<file path="src/rtl/usb_in_ep_pkg.sv">
package usb_in_ep_pkg;

    typedef enum logic [1:0] {
        RESP_DATA = 2'd0,
        RESP_NAK  = 2'd1,
        RESP_ZLP  = 2'd2
    } resp_kind_e;

    typedef enum logic [1:0] {
        ST_IDLE     = 2'd0,
        ST_RESP     = 2'd1,
        ST_SEND     = 2'd2,
        ST_WAIT_ACK = 2'd3
    } resp_state_e;

endpackage

</file>
<file path="src/rtl/usb_in_ep_ctl.sv">
module usb_in_ep_ctl (
    input  logic clk,
    input  logic rst_n,
    input  logic cfg_wr,
    input  logic cfg_iso,
    input  logic ep_en_set,
    input  logic nak_set,
    input  logic nak_clr,
    input  logic idle,
    output logic enabled,
    output logic iso,
    output logic nak_mode,
    output logic nak_eff_irq
);

    typedef struct packed {
        logic en;
        logic iso;
        logic nak;
        logic pend;
        logic irq;
    } ctl_st_t;

    ctl_st_t st_d, st_q;

    always_comb begin
        st_d = st_q;
        if (cfg_wr) begin
            st_d.iso = cfg_iso;
            st_d.en  = 1'b0;
        end
        if (ep_en_set) begin
            st_d.en = 1'b1;
        end
        if (nak_set) begin
            st_d.pend = 1'b1;
        end
        // the request only becomes effective between transactions
        if (st_q.pend && idle) begin
            st_d.nak  = 1'b1;
            st_d.irq  = 1'b1;
            st_d.pend = 1'b0;
        end
        if (nak_clr) begin
            st_d.nak  = 1'b0;
            st_d.pend = 1'b0;
            st_d.irq  = 1'b0;
        end
    end

    always_ff @(posedge clk or negedge rst_n) begin
        if (!rst_n) begin
            st_q <= '0;
        end else begin
            st_q <= st_d;
        end
    end

    assign enabled     = st_q.en;
    assign iso         = st_q.iso;
    assign nak_mode    = st_q.nak;
    assign nak_eff_irq = st_q.irq;

    assert_nak_eff_when_idle_R3: assert property (@(posedge clk) disable iff (!rst_n)
        $rose(st_q.irq) |-> $past(idle));

    assert_nak_clr_R4: assert property (@(posedge clk) disable iff (!rst_n)
        nak_clr |=> (!st_q.nak && !st_q.irq));

endmodule

</file>
<file path="src/rtl/usb_in_ep_txfifo.sv">
module usb_in_ep_txfifo #(
    parameter int DW       = 32,
    parameter int DEPTH    = 16,
    parameter int LQ_DEPTH = 4,
    parameter int LW       = $clog2(DEPTH) + 1
) (
    input  logic          clk,
    input  logic          rst_n,
    input  logic          enabled,
    input  logic          iso,
    input  logic          hdr_valid,
    input  logic [LW-1:0] hdr_len,
    output logic          hdr_ready,
    input  logic          wr_valid,
    input  logic [DW-1:0] wr_data,
    output logic          wr_ready,
    input  logic          rd_adv,
    input  logic          commit,
    input  logic          rewind,
    output logic [DW-1:0] rd_data,
    output logic [LW-1:0] head_len,
    output logic          pkt_avail,
    output logic          last_pkt,
    output logic [LW-1:0] free_words,
    output logic          empty
);

    localparam int AW  = $clog2(DEPTH);
    localparam int QAW = $clog2(LQ_DEPTH);

    typedef struct packed {
        logic [AW:0]   resv;
        logic [AW:0]   wptr;
        logic [AW:0]   spec;
        logic [AW:0]   cmt;
        logic [LW-1:0] remain;
        logic [QAW:0]  qwr;
        logic [QAW:0]  qrd;
    } fifo_st_t;

    fifo_st_t st_d, st_q;

    logic [DW-1:0] mem    [DEPTH];
    logic [LW-1:0] lq_mem [LQ_DEPTH];

    logic [QAW:0]  lq_cnt;
    logic [AW:0]   used;
    logic          hdr_fire;
    logic          wr_fire;

    assign lq_cnt     = st_q.qwr - st_q.qrd;
    assign used       = st_q.resv - st_q.cmt;
    assign free_words = LW'(DEPTH) - used;
    assign empty      = (used == '0);

    assign hdr_ready = enabled
                    && (st_q.remain == '0)
                    && (lq_cnt != (QAW+1)'(LQ_DEPTH))
                    && ((hdr_len == '0) || (hdr_len <= free_words))
                    && (!iso || (lq_cnt == '0));
    assign wr_ready  = (st_q.remain != '0);
    assign hdr_fire  = hdr_valid && hdr_ready;
    assign wr_fire   = wr_valid && wr_ready;

    // a packet still being written is queued but not yet sendable
    assign pkt_avail = lq_cnt > (QAW+1)'(st_q.remain != '0);
    assign last_pkt  = (lq_cnt == (QAW+1)'(1));
    assign head_len  = lq_mem[st_q.qrd[QAW-1:0]];
    assign rd_data   = mem[st_q.spec[AW-1:0]];

    always_comb begin
        st_d = st_q;
        if (hdr_fire) begin
            st_d.resv   = st_q.resv + hdr_len;
            st_d.remain = hdr_len;
            st_d.qwr    = st_q.qwr + 1'b1;
        end
        if (wr_fire) begin
            st_d.wptr   = st_q.wptr + 1'b1;
            st_d.remain = st_q.remain - 1'b1;
        end
        if (rewind) begin
            st_d.spec = st_q.cmt;
        end else if (rd_adv) begin
            st_d.spec = st_q.spec + 1'b1;
        end
        if (commit) begin
            st_d.cmt = st_d.spec;
            st_d.qrd = st_q.qrd + 1'b1;
        end
    end

    always_ff @(posedge clk or negedge rst_n) begin
        if (!rst_n) begin
            st_q <= '0;
        end else begin
            st_q <= st_d;
        end
    end

    always_ff @(posedge clk) begin
        if (wr_fire) begin
            mem[st_q.wptr[AW-1:0]] <= wr_data;
        end
        if (hdr_fire) begin
            lq_mem[st_q.qwr[QAW-1:0]] <= hdr_len;
        end
    end

    assert_no_overflow_R6: assert property (@(posedge clk) disable iff (!rst_n)
        (st_q.resv - st_q.cmt) <= (AW+1)'(DEPTH));

    assert_iso_single_R7: assert property (@(posedge clk) disable iff (!rst_n)
        (iso && lq_cnt <= (QAW+1)'(1)) |=> (!iso || lq_cnt <= (QAW+1)'(1)));

    assert_release_whole_pkt_R9: assert property (@(posedge clk) disable iff (!rst_n)
        commit |-> (LW'(st_d.spec - st_q.cmt) == head_len));

endmodule

</file>
<file path="src/rtl/usb_in_ep_fsm.sv">
module usb_in_ep_fsm
    import usb_in_ep_pkg::*;
#(
    parameter int LW = 5
) (
    input  logic          clk,
    input  logic          rst_n,
    input  logic          tok_in,
    input  logic          enabled,
    input  logic          iso,
    input  logic          nak_mode,
    input  logic          cfg_wr,
    input  logic          pkt_avail,
    input  logic [LW-1:0] head_len,
    input  logic          last_pkt,
    input  logic          resp_ready,
    input  logic          tx_ready,
    input  logic          hs_ack,
    input  logic          hs_timeout,
    output logic          resp_valid,
    output logic [1:0]    resp_kind,
    output logic          resp_pid,
    output logic [LW-1:0] resp_len,
    output logic          tx_valid,
    output logic          tx_last,
    output logic          rd_adv,
    output logic          commit,
    output logic          rewind,
    output logic          idle,
    output logic          xfer_done
);

    typedef struct packed {
        resp_state_e   state;
        resp_kind_e    kind;
        logic [LW-1:0] len;
        logic [LW-1:0] cnt;
        logic          pid;
        logic          done;
    } fsm_st_t;

    fsm_st_t st_d, st_q;
    logic    end_pkt;

    always_comb begin
        st_d      = st_q;
        st_d.done = 1'b0;
        rd_adv    = 1'b0;
        commit    = 1'b0;
        rewind    = 1'b0;
        end_pkt   = 1'b0;
        case (st_q.state)
            ST_IDLE: begin
                if (tok_in) begin
                    st_d.state = ST_RESP;
                    if (enabled && !nak_mode && pkt_avail) begin
                        st_d.kind = RESP_DATA;
                        st_d.len  = head_len;
                    end else begin
                        st_d.kind = iso ? RESP_ZLP : RESP_NAK;
                        st_d.len  = '0;
                    end
                end
            end
            ST_RESP: begin
                if (resp_ready) begin
                    if (st_q.kind != RESP_DATA) begin
                        st_d.state = ST_IDLE;
                    end else if (st_q.len == '0) begin
                        end_pkt = 1'b1;
                    end else begin
                        st_d.state = ST_SEND;
                        st_d.cnt   = st_q.len;
                    end
                end
            end
            ST_SEND: begin
                if (tx_ready) begin
                    rd_adv   = 1'b1;
                    st_d.cnt = st_q.cnt - 1'b1;
                    if (st_q.cnt == LW'(1)) begin
                        end_pkt = 1'b1;
                    end
                end
            end
            ST_WAIT_ACK: begin
                if (hs_ack) begin
                    commit     = 1'b1;
                    st_d.pid   = ~st_q.pid;
                    st_d.done  = last_pkt;
                    st_d.state = ST_IDLE;
                end else if (hs_timeout) begin
                    rewind     = 1'b1;
                    st_d.state = ST_IDLE;
                end
            end
            default: st_d.state = ST_IDLE;
        endcase
        if (end_pkt) begin
            if (iso) begin
                // no handshake phase: release immediately
                commit     = 1'b1;
                st_d.done  = last_pkt;
                st_d.state = ST_IDLE;
            end else begin
                st_d.state = ST_WAIT_ACK;
            end
        end
        if (cfg_wr) begin
            st_d.pid = 1'b0;
        end
    end

    always_ff @(posedge clk or negedge rst_n) begin
        if (!rst_n) begin
            st_q <= '{state: ST_IDLE, kind: RESP_NAK, len: '0, cnt: '0, pid: 1'b0, done: 1'b0};
        end else begin
            st_q <= st_d;
        end
    end

    assign resp_valid = (st_q.state == ST_RESP);
    assign resp_kind  = st_q.kind;
    assign resp_pid   = st_q.pid;
    assign resp_len   = st_q.len;
    assign tx_valid   = (st_q.state == ST_SEND);
    assign tx_last    = (st_q.cnt == LW'(1));
    assign idle       = (st_q.state == ST_IDLE);
    assign xfer_done  = st_q.done;

    assert_nak_no_data_R1: assert property (@(posedge clk) disable iff (!rst_n)
        (st_q.state == ST_IDLE && tok_in && nak_mode) |=> (st_q.kind != RESP_DATA));

    assert_iso_zlp_R2: assert property (@(posedge clk) disable iff (!rst_n)
        (st_q.state == ST_IDLE && tok_in && nak_mode && iso) |=> (st_q.kind == RESP_ZLP));

    assert_tx_hold_R9: assert property (@(posedge clk) disable iff (!rst_n)
        (tx_valid && !tx_ready) |=> tx_valid);

    assert_replay_pid_R12: assert property (@(posedge clk) disable iff (!rst_n)
        (st_q.state == ST_WAIT_ACK && !hs_ack && hs_timeout && !cfg_wr) |=> $stable(st_q.pid));

endmodule

</file>
<file path="src/rtl/usb_in_ep_responder.sv">
module usb_in_ep_responder #(
    parameter int DW       = 32,
    parameter int DEPTH    = 16,
    parameter int LQ_DEPTH = 4,
    parameter int LW       = $clog2(DEPTH) + 1
) (
    input  logic          clk,
    input  logic          rst_n,
    input  logic          cfg_wr,
    input  logic          cfg_iso,
    input  logic          ep_en_set,
    input  logic          nak_set,
    input  logic          nak_clr,
    input  logic          hdr_valid,
    input  logic [LW-1:0] hdr_len,
    output logic          hdr_ready,
    input  logic          wr_valid,
    input  logic [DW-1:0] wr_data,
    output logic          wr_ready,
    input  logic          tok_in,
    output logic          resp_valid,
    output logic [1:0]    resp_kind,
    output logic          resp_pid,
    output logic [LW-1:0] resp_len,
    input  logic          resp_ready,
    output logic          tx_valid,
    output logic [DW-1:0] tx_data,
    output logic          tx_last,
    input  logic          tx_ready,
    input  logic          hs_ack,
    input  logic          hs_timeout,
    output logic [LW-1:0] free_words,
    output logic          irq_txe,
    output logic          irq_nak_eff,
    output logic          irq_xfer_done
);

    logic          enabled;
    logic          iso;
    logic          nak_mode;
    logic          idle;
    logic          rd_adv;
    logic          commit;
    logic          rewind;
    logic          pkt_avail;
    logic          last_pkt;
    logic [LW-1:0] head_len;

    usb_in_ep_ctl u_ctl (
        .clk         (clk),
        .rst_n       (rst_n),
        .cfg_wr      (cfg_wr),
        .cfg_iso     (cfg_iso),
        .ep_en_set   (ep_en_set),
        .nak_set     (nak_set),
        .nak_clr     (nak_clr),
        .idle        (idle),
        .enabled     (enabled),
        .iso         (iso),
        .nak_mode    (nak_mode),
        .nak_eff_irq (irq_nak_eff)
    );

    usb_in_ep_txfifo #(
        .DW       (DW),
        .DEPTH    (DEPTH),
        .LQ_DEPTH (LQ_DEPTH),
        .LW       (LW)
    ) u_fifo (
        .clk        (clk),
        .rst_n      (rst_n),
        .enabled    (enabled),
        .iso        (iso),
        .hdr_valid  (hdr_valid),
        .hdr_len    (hdr_len),
        .hdr_ready  (hdr_ready),
        .wr_valid   (wr_valid),
        .wr_data    (wr_data),
        .wr_ready   (wr_ready),
        .rd_adv     (rd_adv),
        .commit     (commit),
        .rewind     (rewind),
        .rd_data    (tx_data),
        .head_len   (head_len),
        .pkt_avail  (pkt_avail),
        .last_pkt   (last_pkt),
        .free_words (free_words),
        .empty      (irq_txe)
    );

    usb_in_ep_fsm #(
        .LW (LW)
    ) u_fsm (
        .clk        (clk),
        .rst_n      (rst_n),
        .tok_in     (tok_in),
        .enabled    (enabled),
        .iso        (iso),
        .nak_mode   (nak_mode),
        .cfg_wr     (cfg_wr),
        .pkt_avail  (pkt_avail),
        .head_len   (head_len),
        .last_pkt   (last_pkt),
        .resp_ready (resp_ready),
        .tx_ready   (tx_ready),
        .hs_ack     (hs_ack),
        .hs_timeout (hs_timeout),
        .resp_valid (resp_valid),
        .resp_kind  (resp_kind),
        .resp_pid   (resp_pid),
        .resp_len   (resp_len),
        .tx_valid   (tx_valid),
        .tx_last    (tx_last),
        .rd_adv     (rd_adv),
        .commit     (commit),
        .rewind     (rewind),
        .idle       (idle),
        .xfer_done  (irq_xfer_done)
    );

    assert_txe_free_R5: assert property (@(posedge clk) disable iff (!rst_n)
        irq_txe |-> (free_words == LW'(DEPTH)));

endmodule

</file>
<file path="config.mk">
export PLATFORM = sky130hd
export DESIGN_NAME = usb_in_ep_responder
export DESIGN_NICKNAME = d
export VERILOG_FILES = /design/src/rtl/usb_in_ep_pkg.sv /design/src/rtl/usb_in_ep_ctl.sv /design/src/rtl/usb_in_ep_txfifo.sv /design/src/rtl/usb_in_ep_fsm.sv /design/src/rtl/usb_in_ep_responder.sv
export SDC_FILE = /design/constraint.sdc
export NUM_CORES = 1
export LEC_CHECK = 0
export ABC_AREA = 1
export BUFFER_PORTS_ARGS = -buffer_cell sky130_fd_sc_hd__clkbuf_2
export CAP_MARGIN = 20
export CELL_PAD_IN_SITES_DETAIL_PLACEMENT = 1
export CELL_PAD_IN_SITES_GLOBAL_PLACEMENT = 2
export CORE_MARGIN = 2
export CORE_UTILIZATION = 46
export DETAILED_ROUTE_END_ITERATION = 6
export GPL_TIMING_DRIVEN = 0
export PLACE_DENSITY_LB_ADDON = 0.1
export SLEW_MARGIN = 20
export SYNTH_ARGS = -nofsm -noshare
export SYNTH_HDL_FRONTEND = slang
export SYNTH_SLANG_ARGS = --single-unit
</file>
<file path="constraint.sdc">
create_clock -name clk -period 5.1 [get_ports clk]
set_input_delay 0.51 -clock clk [delete_from_list [all_inputs] [get_ports clk]]
set_output_delay 0.51 -clock clk [all_outputs]
set_load 0.01 [all_outputs]
</file>
==> results.py, run 1 <==
metrics = {
    "sta": {
        "worst_pin_slew_ns": 1.07,
        "max-slew-margin-rel_pct": 28.9,
        "post-route-period-util_pct": 79.7,
        "fin_crit_ns": 4.07,
        "setup_viol": 0,
        "finalMaxSlewViolations": 0,
        "hold_viol": 0,
        "skew_ns": 0.0214,
        "rsz0062_at_grt": "false",
        "fmax_mhz": 246,
    },
    "global_routing": {
        "grt_pass1_vias": 17285,
        "grt_max_degree": 45,
        "grt-ovfl-total": 0,
        "grtUsageTotal_pct": 28.1,
        "antenna_found_initial": 1,
        "grt_pass1_wl_mm": 110,
    },
    "power": {
        "p_leak_nw": 9.79,
        "seqPwrFrac_pct": 34.7,
        "ir_drop_mv": 0.340,
        "power.density_nw_per_um2": 626,
        "p_clk_share_pct": 25.9,
        "power_frac_comb_pct": 39.4,
        "p_sw_share_pct": 39.7,
        "power_switching_w": 0.00693,
        "p_int_w": 0.0105,
        "design_power_total_w": 0.0174,
    },
    "detailed_routing": {
        "wl_mm": 74.7,
        "first_pass_iters": 5,
        "viasPerCell": 5.84,
        "ant_nets": 0,
        "vias": 16350,
        "drc": 0,
        "wire_per_inst_microns": 26.7,
        "drt_iter0_drc": 1292,
    },
    "yosys": {
        "ys_seq_elements": 582,
        "yosysTopAreaCell": "edfxtp_1",
        "synth_ff_type": "edfxtp_1",
        "netlist_top_cells_count": "edfxtp_1, nor2_1, o21ai_0, nand2_1, o22ai_1",
        "synth_area_leaders": "edfxtp_1, o21ai_0, dfrtp_1",
        "synth_top_area_share_pct": 67.1,
        "synth_edf_count": 532,
        "syn_area_sq_um": 23800,
        "synth_area_per_cell_sq_um": 12.6,
        "synthArstFlopShare_pct": 8.59,
        "yosysMostFrequentCell": "edfxtp_1",
        "yosysSeqAreaShare_pct": 72.4,
        "netlist_instances": 1883,
        "ys_warn_count": 0,
        "synth_cell_type_count": 38,
        "synth_nets": 1972,
    },
    "layout": {
        "fin_nets": 2160,
        "stdcell_count": 2800,
        "register_area_sq_um": 17200,
        "antennaDiodeCount": 0,
        "utilization_pct": 54.4,
        "final.fill_count": 5137,
        "syn_to_final_growth_pct": 16.9,
        "multiInputGateArea_sq_um": 5860,
        "layout-drive-gt1-share_pct": 13.7,
    },
    "placement": {
        "dp.cells": 2688,
        "gp_congestion": 0.791,
        "post-dp-hpwl_mm": 49.7,
        "port_buffers": 103,
    },
    "critical_path": {
        "cp_max_fo": 3,
        "required_ns": 4.59,
        "critical_path.slowest_cell": "fa_1",
        "cp-end-kind": "output pin",
        "crit_chain": "inv_1 > ha_1 > inv_1 > fa_1 > inv_1 > ha_1 > nor3b_1 > ha_1 > ha_1 > nand2_1 > nor2_1 > nand2_1 > nand2_1 > inv_1 > a21oi_1 > clkbuf_2",
        "cp.arrival_ns": 3.56,
        "start_kind": "register",
        "critPathTopFamily": "adder cells",
        "crit_type": "register to output pin",
        "slowest_delay_ns": 0.51,
        "path_buf_inv": 5,
    },
    "clocking": {
        "cts_tree": "built",
        "numCtsBuffers": 60,
        "clkSinkCount": 582,
        "clk_pin_slew_ns": 0.06,
        "insertion_delay_ns": 0.63,
        "clockBufferDepth": 3,
        "root_buffer": "clkbuf_16",
        "h-tree-depth": 2,
    },
    "floorplanning": {
        "coreArea_sq_um": 51200,
        "start_util_pct": 46.5,
        "ioPinCount": 104,
        "dieArea_sq_um": 53600,
        "fp.dieH_microns": 232,
        "die_x_microns": 232,
        "rows": 83,
    },
    "run": {
        "drv_cap": 0,
    },
    "min_path": {
        "hold_path.class": "input pin to register",
    },
    "outcome": {
        "outcome": "finished, final reports clean",
    },
}
==> kinds of logic (layout without fill, tap and decap cells) <==
family,after synthesis,in the layout,synth area share (%)
fa+ha+maj,38,38,2.09
flops,582,582,72.4
buf+inv,179,416,3.54
compound gates,462,462,11.1
simple gates,601,601,10.1
xor+xnor,21,21,0.773
==> worst register-to-register path, cell delays in order (launching register included) <==
cell and delay [ns]:
dfrtp_1 0.37, inv_1 0.10, ha_1 0.15, inv_1 0.06, fa_1 0.51, inv_1 0.05
ha_1 0.19, nor3b_1 0.14, ha_1 0.35, ha_1 0.33, nand2_1 0.06, nor2_1 0.16
nand2_1 0.07, nand2_1 0.06, inv_1 0.05, nand2_1 0.13, nand3_2 0.13, buf_6 0.16
nor2_1 0.44
==> per-stage QoR <==
| stage | setup TNS, ns | hold slack, ns | area [sq um] | setup slack (ns) |
|---|---|---|---|---|
| final | 0 | 0.0554 | 27800 | 1.03 |
| after global routing | 0 | 0.0517 | 27800 | 0.739 |
| after CTS | 0 | 0.0224 | 27800 | 0.955 |
| after detailed placement | 0 | 0.376 | 25800 | 1.20 |
| after global placement | -7.69 | 0.466 | 25200 | -0.200 |
| after floorplan | 0 | 0.214 | 23800 | 1.78 |
==> state kept, by name, indices dropped and copies added (netlist names) <==
name / cells
u_fifo.mem: 512
u_fifo.st_q: 30
u_fifo.lq_mem: 20
u_fsm.st_q: 7
u_fsm.resp_len: 5
u_fsm.resp_kind: 2
u_ctl.enabled: 1
u_ctl.iso: 1
u_ctl.nak_eff_irq: 1
u_ctl.st_q: 1
u_fsm.resp_pid: 1
u_fsm.xfer_done: 1
==> layer usage <==
metal / vias up / routed length (microns) / global-route usage, %
met5: - / 0 / 0
met4: 0 / 2680 / 10.3
met3: 138 / 4120 / 4.06
met2: 527 / 38300 / 49.9
met1: 8441 / 29600 / 35.0
li1: 7244 / - / -
==> final timing paths <==
path / startpoint / end / slack (ns) / cells past startpoint
setup / recovery: u_fifo.st_q[26] / hdr_ready / 1.03 / 16
hold / removal: nak_clr / u_ctl.nak_eff_irq / 0.06 / 2
setup reg to reg: u_fifo.st_q[26] / u_fifo.lq_mem[2][4] / 1.24 / 18
hold reg to reg: u_ctl.st_q[1] / u_ctl.st_q[1] / 0.48 / 1
max in group asynchronous: rst_n / u_fsm.resp_kind[0] / 4.33 / 3
min in group asynchronous: rst_n / u_fsm.st_q[2] / 0.27 / 2
==> repair_timing <==
action | in CTS | in global routing
resized for setup | 0 | 0
hold buffers | 1 | 0
endpoints found under the hold margin | 49 | 0
buffers inserted | 0 | 0
setup endpoints to repair | 0 | 0
==> cell usage in the layout (no fill, tap or decap), types with 2 or more instances in the layout <==
cell type | synthesis | routed
a21oi_1 | 13 | 13
buf_12 | 0 | 11
buf_16 | 0 | 11
buf_2 | 30 | 30
buf_4 | 10 | 10
buf_6 | 12 | 12
bufinv_16 | 0 | 8
clkbuf_1 | 58 | 71
clkbuf_16 | 0 | 62
clkbuf_2 | 3 | 105
clkinv_1 | 2 | 13
clkinv_2 | 0 | 10
clkinvlp_4 | 0 | 3
dfrtp_1 | 49 | 49
edfxtp_1 | 532 | 532
fa_1 | 3 | 3
ha_1 | 35 | 35
inv_1 | 62 | 62
nand2_1 | 182 | 182
nand2_2 | 2 | 2
nand3_1 | 77 | 77
nand3_2 | 2 | 2
nand3b_1 | 3 | 3
nand4_1 | 5 | 5
nor2_1 | 320 | 304
nor2_4 | 0 | 16
nor3_1 | 5 | 5
o211ai_1 | 20 | 20
o21ai_0 | 263 | 263
o21ai_1 | 38 | 38
o21bai_1 | 2 | 2
o221ai_1 | 46 | 46
o22ai_1 | 78 | 78
xnor2_1 | 8 | 8
xor2_1 | 13 | 13
==> power groups by stage <==
stage	clock network (W)	registers [W]	logic [W]
global placement	0	0.00615	0.00648
floorplan	0	0.00606	0.00393
global route	0.00471	0.00609	0.00751
detailed placement	0	0.00614	0.00686
CTS	0.00454	0.00604	0.00692
finish	0.00451	0.00604	0.00687
==> area by class of cell <==
cell class | instances | share of cell area (%)
flip-flops and latches | 582 | 61.9
clock buffers | 76 | 5.80
clock inverters | 35 | 1.40
plain buffers | 114 | 2.14
well taps | 680 | 3.06
inverters | 65 | 0.886
multi-input cells | 1122 | 21.0
repair buffers | 126 | 3.78
Power figures use the tool's default switching activity.
==> run 2, diff against run 1 <==
- ABC_AREA: 1 -> 0
- CORE_UTILIZATION: 46 -> 48
- clock period: 5.1 -> 3.8 ns (I/O delays scaled with it)
==> results.py, run 2 <==
metrics = {
    "outcome": {
        "outcome": "complete, but fails checks",
        "failed_checks": "setup timing",
    },
    "sta": {
        "worst_pin_slew_ns": 1.11,
        "fin_crit_ns": 3.87,
        "finalMaxSlewViolations": 0,
        "fmax_mhz": 258,
        "layout_setup_ws_ns": -0.0706,
        "hold_ws_ns": 0.0949,
        "skew_ns": 0.0119,
        "post-route-period-util_pct": 102,
        "setup_viol": 6,
        "max-slew-margin-rel_pct": 25.7,
        "rsz0062_at_grt": "true",
        "hold_viol": 0,
        "setup_tns_ns": -0.227,
    },
    "critical_path": {
        "start_kind": "register",
        "required_ns": 3.42,
        "cp-end-kind": "output pin",
        "crit_type": "register to output pin",
        "cp.arrival_ns": 3.49,
        "cp_max_fo": 3,
    },
    "clocking": {
        "insertion_delay_ns": 0.62,
        "clockBufferDepth": 3,
        "clkSinkCount": 582,
        "root_buffer": "clkbuf_16",
        "cts_tree": "built",
        "numCtsBuffers": 60,
        "clk_pin_slew_ns": 0.06,
        "h-tree-depth": 2,
    },
    "global_routing": {
        "grt_max_degree": 46,
        "grt_pass1_wl_mm": 79.7,
        "grtUsageTotal_pct": 21.5,
        "grt_pass1_vias": 12621,
        "grt-ovfl-total": 0,
        "antenna_found_initial": 1,
    },
    "yosys": {
        "synthArstFlopShare_pct": 8.59,
        "synthMuxAreaShare_pct": 14.7,
        "ys_warn_count": 0,
        "netlist_top_cells_count": "edfxtp_1, mux4_2, a21oi_1, dfrtp_1, inv_1",
        "yosysSeqAreaShare_pct": 73.2,
        "synth_nets": 1276,
        "synth_fa_ha_area_share_pct": 2.12,
        "netlist_instances": 1187,
        "synth_area_leaders": "edfxtp_1, mux4_2, dfrtp_1",
        "synth_simple_gate_area_share_pct": 3.49,
        "synth-compound-area-share_pct": 3.64,
        "synth_area_per_cell_sq_um": 19.8,
        "synth_ff_type": "edfxtp_1",
        "synth_xor_xnor_area_share_pct": 0.915,
        "synth_edf_count": 532,
        "synth_cell_type_count": 66,
        "ys_seq_elements": 582,
        "syn_area_sq_um": 23500,
        "yosysTopAreaCell": "edfxtp_1",
        "synth_top_area_share_pct": 67.9,
        "synth_top_family_by_area": "multiplexers",
        "yosysMostFrequentCell": "edfxtp_1",
    },
    "placement": {
        "gp_congestion": 0.734,
        "post-dp-hpwl_mm": 34.7,
        "postPlaceCellArea_sq_um": 25200,
        "port_buffers": 103,
    },
    "layout": {
        "layout-drive-gt1-share_pct": 29.9,
        "antennaDiodeCount": 0,
        "register_area_sq_um": 17200,
        "fin_nets": 1464,
        "largest_reg_flops": 512,
        "final_common_cell": "edfxtp_1",
        "multiInputGateArea_sq_um": 5920,
        "syn_to_final_growth_pct": 16.4,
        "mostFrequentLayoutCells": "edfxtp_1, mux4_2, clkbuf_2",
        "final_area_sq_um": 27400,
        "final.fill_count": 4292,
    },
    "detailed_routing": {
        "drt_iter0_drc": 902,
        "vias": 11746,
        "ant_nets": 0,
        "first_pass_iters": 5,
        "wl_mm": 52.7,
        "drc": 0,
        "wire_per_inst_microns": 25.7,
        "viasPerCell": 5.73,
    },
    "floorplanning": {
        "die_x_microns": 225,
        "start_util_pct": 48.4,
        "ioPinCount": 104,
        "dieArea_sq_um": 50800,
        "fp.dieH_microns": 225,
        "coreArea_sq_um": 48600,
        "rows": 81,
    },
    "power": {
        "p_leak_nw": 9.40,
        "ir_drop_mv": 0.493,
        "power.density_nw_per_um2": 793,
    },
    "run": {
        "drv_cap": 0,
    },
    "min_path": {
        "hold_path.class": "input pin to register",
    },
}
[run 2: changes by cell type after synthesis, sizes merged, moves of 35 or more]
cell	previous run	this run
o221ai	46	1
nand3	79	7
mux4	0	133
o22ai	78	2
a21oi	13	50
mux2i	0	35
nor2	321	17
nand2	184	28
o21ai	301	13
[run 2: metrics by stage]
step	power [W]	utilization [%]	setup slack [ns]	instances
after global routing	0.0229	56.3	-0.243	2049
final	0.0217	56.3	-0.0706	2049
after floorplan	0.0132	-	0.419	1187
after detailed placement	0.0158	51.9	-0.284	1927
after global placement	0.0156	51.0	-0.206	1912
after CTS	0.0220	56.3	-0.135	2049
[run 2: area by class of cell]
cell class / count / area share [%]
Sequential cell: 582 / 62.9
Clock inverter: 31 / 1.21
Timing Repair Buffer: 126 / 3.56
Buffer: 63 / 1.16
Inverter: 36 / 0.493
Clock buffer: 83 / 6.25
Multi-Input combinational cell: 506 / 21.6
Tap cell: 622 / 2.84
[run 2: cells by family after synthesis]
family / after synthesis
mux: 179
flops: 582
xor+xnor: 23
buf+inv: 99
compound gates: 126
fa+ha+maj: 38
simple gates: 140
[run 2: critical path: stages (launching register included)]
cell and delay (ns):
dfrtp_1 0.39, inv_1 0.07, ha_2 0.16, inv_2 0.04, fa_2 0.53, inv_2 0.04, ha_2 0.17, nand2_1 0.06
nor2_1 0.04, ha_1 0.33, ha_4 0.24, and3_1 0.16, a32o_2 0.26, a31oi_4 0.20, nor2_1 0.06, clkbuf_2 0.13
[run 2: worst paths after layout]
check                                 from                  end  slack (ns)  depth (start not counted)
setup reg to reg           u_fifo.st_q[26]  u_fifo.lq_mem[3][0]       -0.04                         14
setup / recovery           u_fifo.st_q[26]            hdr_ready       -0.07                         15
min in group asynchronous            rst_n        u_fsm.st_q[4]        0.14                          2
hold / removal                  hdr_len[0]  u_fifo.lq_mem[0][0]        0.09                          1
max in group asynchronous            rst_n   u_fsm.resp_kind[0]        3.16                          3
hold reg to reg             u_fifo.st_q[5]       u_fifo.st_q[5]        0.48                          1
[run 2: repair_timing]
action / CTS / global route
endpoints found under the setup margin: 39 / 33
endpoints found under the hold margin: 54 / 0
hold buffers: 6 / 0
cloned: 0 / 0
setup buffers: 2 / 0
resized for setup: 10 / 14
pin swaps: 4 / 1
[run 2: metal layers]
metal | routed length (microns) | track usage [%]
met1 | 22100 | 29.0
met2 | 27000 | 36.6
met3 | 2570 | 3.94
met4 | 1040 | 5.28
met5 | 13 | 0
[run 2: report_power, final]
group          switching (W)  internal, W  total [W]
clock                0.00239      0.00361    0.00600
combinational        0.00426      0.00333    0.00760
sequential          0.000349      0.00777    0.00812
total                0.00701       0.0147     0.0217
==> run 3, diff against run 2 <==
- CORE_UTILIZATION: 48 -> 50
- CTS_BUF_LIST: unset -> sky130_fd_sc_hd__clkbuf_4
==> results.py, run 3 (synthesis gave the netlist of run 2 again) <==
metrics = {
    "power": {
        "p_leak_nw": 9.72,
        "ir_drop_mv": 0.431,
        "p_int_w": 0.0139,
        "power_frac_comb_pct": 37.1,
        "seqPwrFrac_pct": 38.6,
        "p_sw_share_pct": 34.2,
        "design_power_total_w": 0.0212,
        "p_clk_share_pct": 24.3,
        "power.density_nw_per_um2": 765,
        "power_switching_w": 0.00724,
    },
    "critical_path": {
        "required_ns": 3.42,
        "critical_path.slowest_cell": "fa_2",
        "crit_type": "register to output pin",
        "cp_max_fo": 3,
        "cp.arrival_ns": 3.77,
        "reg2reg_depth": 15,
        "r2r_start": "u_fifo.st_q[26]",
        "cp-end-kind": "output pin",
        "crit_chain": "inv_1 > ha_2 > inv_2 > fa_2 > inv_2 > ha_4 > nand2_2 > nor2_1 > ha_1 > ha_4 > and3_4 > a32o_2 > a31oi_4 > nor2_1 > clkbuf_2",
        "slowest_delay_ns": 0.52,
        "rr_endpoint": "u_fifo.lq_mem[3][0]",
        "start_kind": "register",
        "ff2ff_setup_slack_ns": 0.14,
    },
    "sta": {
        "hold_viol": 0,
        "setup_viol": 1,
        "rsz0062_at_grt": "true",
        "max-slew-margin-rel_pct": 37.9,
        "layout_setup_ws_ns": -0.352,
        "post-route-period-util_pct": 109,
        "skew_ns": 0.0418,
        "fin_crit_ns": 4.15,
        "fmax_mhz": 241,
        "finalMaxSlewViolations": 0,
        "hold_ws_ns": 0.146,
        "worst_pin_slew_ns": 0.932,
    },
    "detailed_routing": {
        "drc": 0,
        "viasPerCell": 5.70,
        "vias": 12716,
        "wl_mm": 55.9,
        "drt_iter0_drc": 924,
        "wire_per_inst_microns": 25.1,
        "ant_nets": 0,
        "first_pass_iters": 5,
    },
    "min_path": {
        "hold_path.class": "input pin to register",
        "hp-start": "nak_clr",
        "min_path_cells": 3,
        "hold_end": "u_ctl.nak_eff_irq",
    },
    "layout": {
        "stdcell_count": 2229,
        "syn_to_final_growth_pct": 17.6,
        "layout-drive-gt1-share_pct": 36.3,
        "mostFrequentLayoutCells": "edfxtp_1, clkbuf_4, mux4_2",
        "final_common_cell": "edfxtp_1",
        "final.fill_count": 4175,
        "largest_reg_flops": 512,
        "fin_nets": 1600,
        "final_area_sq_um": 27700,
    },
    "clocking": {
        "clk_pin_slew_ns": 0.07,
        "h-tree-depth": 4,
        "clockBufferDepth": 3,
        "cts_tree": "built",
        "clkSinkCount": 582,
        "insertion_delay_ns": 0.95,
        "root_buffer": "clkbuf_4",
        "numCtsBuffers": 151,
    },
    "floorplanning": {
        "start_util_pct": 50.7,
        "ioPinCount": 104,
        "fp.dieH_microns": 221,
        "coreArea_sq_um": 46500,
        "rows": 79,
        "dieArea_sq_um": 48800,
        "die_x_microns": 221,
    },
    "placement": {
        "post-dp-hpwl_mm": 34.5,
        "postPlaceCellArea_sq_um": 25100,
        "port_buffers": 103,
        "gp_congestion": 0.753,
        "dp.cells": 1908,
    },
    "outcome": {
        "outcome": "complete, but fails checks",
        "failed_checks": "setup timing",
    },
    "global_routing": {
        "antenna_found_initial": 2,
        "grt_pass1_vias": 14202,
        "grt_max_degree": 45,
        "grt-ovfl-total": 0,
        "grtUsageTotal_pct": 23.7,
        "grt_pass1_wl_mm": 85.3,
    },
    "run": {
        "drv_cap": 0,
    },
}
[run 3: area by class of cell]
| type | instances | area, sq um | share of cell area [%] |
|---|---|---|---|
| diodes | 6 | 15.0 | 0.0543 |
| inverters | 36 | 135 | 0.488 |
| well taps | 607 | 759 | 2.74 |
| flip-flops and latches | 582 | 17200 | 62.3 |
| repair buffers | 172 | 1370 | 4.94 |
| clock buffers | 221 | 1660 | 5.99 |
| multi-input cells | 506 | 5980 | 21.6 |
| clock inverters | 37 | 153 | 0.552 |
| plain buffers | 62 | 383 | 1.38 |
[run 3: metal layers]
metal	track usage, %	vias to the layer above	part of all wire, %
li1	-	5560	-
met1	29.9	6713	41
met2	39.5	360	52
met3	6.19	83	4.9
met4	8.94	0	2.1
met5	0	-	0
[run 3: power groups by stage]
stage / clock [W] / combinational (W) / sequential, W
final: 0.00515 / 0.00785 / 0.00816
after global routing: 0.00561 / 0.00858 / 0.00823
after CTS: 0.00529 / 0.00793 / 0.00817
after detailed placement: 0 / 0.00757 / 0.00828
after global placement: 0 / 0.00728 / 0.00826
after floorplan: 0 / 0.00505 / 0.00814
[run 3: worst max path at each step]
stage | startpoint | to | slack, ns
floorplan | u_fifo.st_q[26] | u_fifo.lq_mem[3][0] | 0.42
global placement | u_fifo.st_q[11] | u_fifo.lq_mem[3][0] | -0.20
detailed placement | u_fifo.st_q[11] | u_fifo.lq_mem[3][2] | -0.28
CTS | u_fifo.st_q[26] | hdr_ready | -0.51
global route | u_fifo.st_q[26] | hdr_ready | -0.60
finish | u_fifo.st_q[26] | hdr_ready | -0.35
[run 3: repair_timing]
action                                  in CTS  in global routing
buffers inserted                             2                  0
pin swaps                                    5                  1
endpoints found under the setup margin      49                 49
hold endpoints to repair                   622                  0
hold buffers                                56                  0
resized for setup                           41                 22
[run 3: critical path: cells and delay by family (launching register included)]
family / cells / cell delay, ns
fa+ha+maj: 5 / 1.42
compound gates: 2 / 0.45
flops: 1 / 0.39
simple gates: 4 / 0.31
buf+inv: 4 / 0.29
[run 3: stage by stage]
stage	setup TNS [ns]	utilization [%]	setup WS [ns]
2_1_floorplan	0	-	0.419
3_3_place_gp	-2.55	53.4	-0.203
3_5_place_dp	-1.71	54.1	-0.284
4_1_cts	-1.89	59.4	-0.512
5_1_grt	-0.725	59.6	-0.596
6_report	-0.352	59.6	-0.352
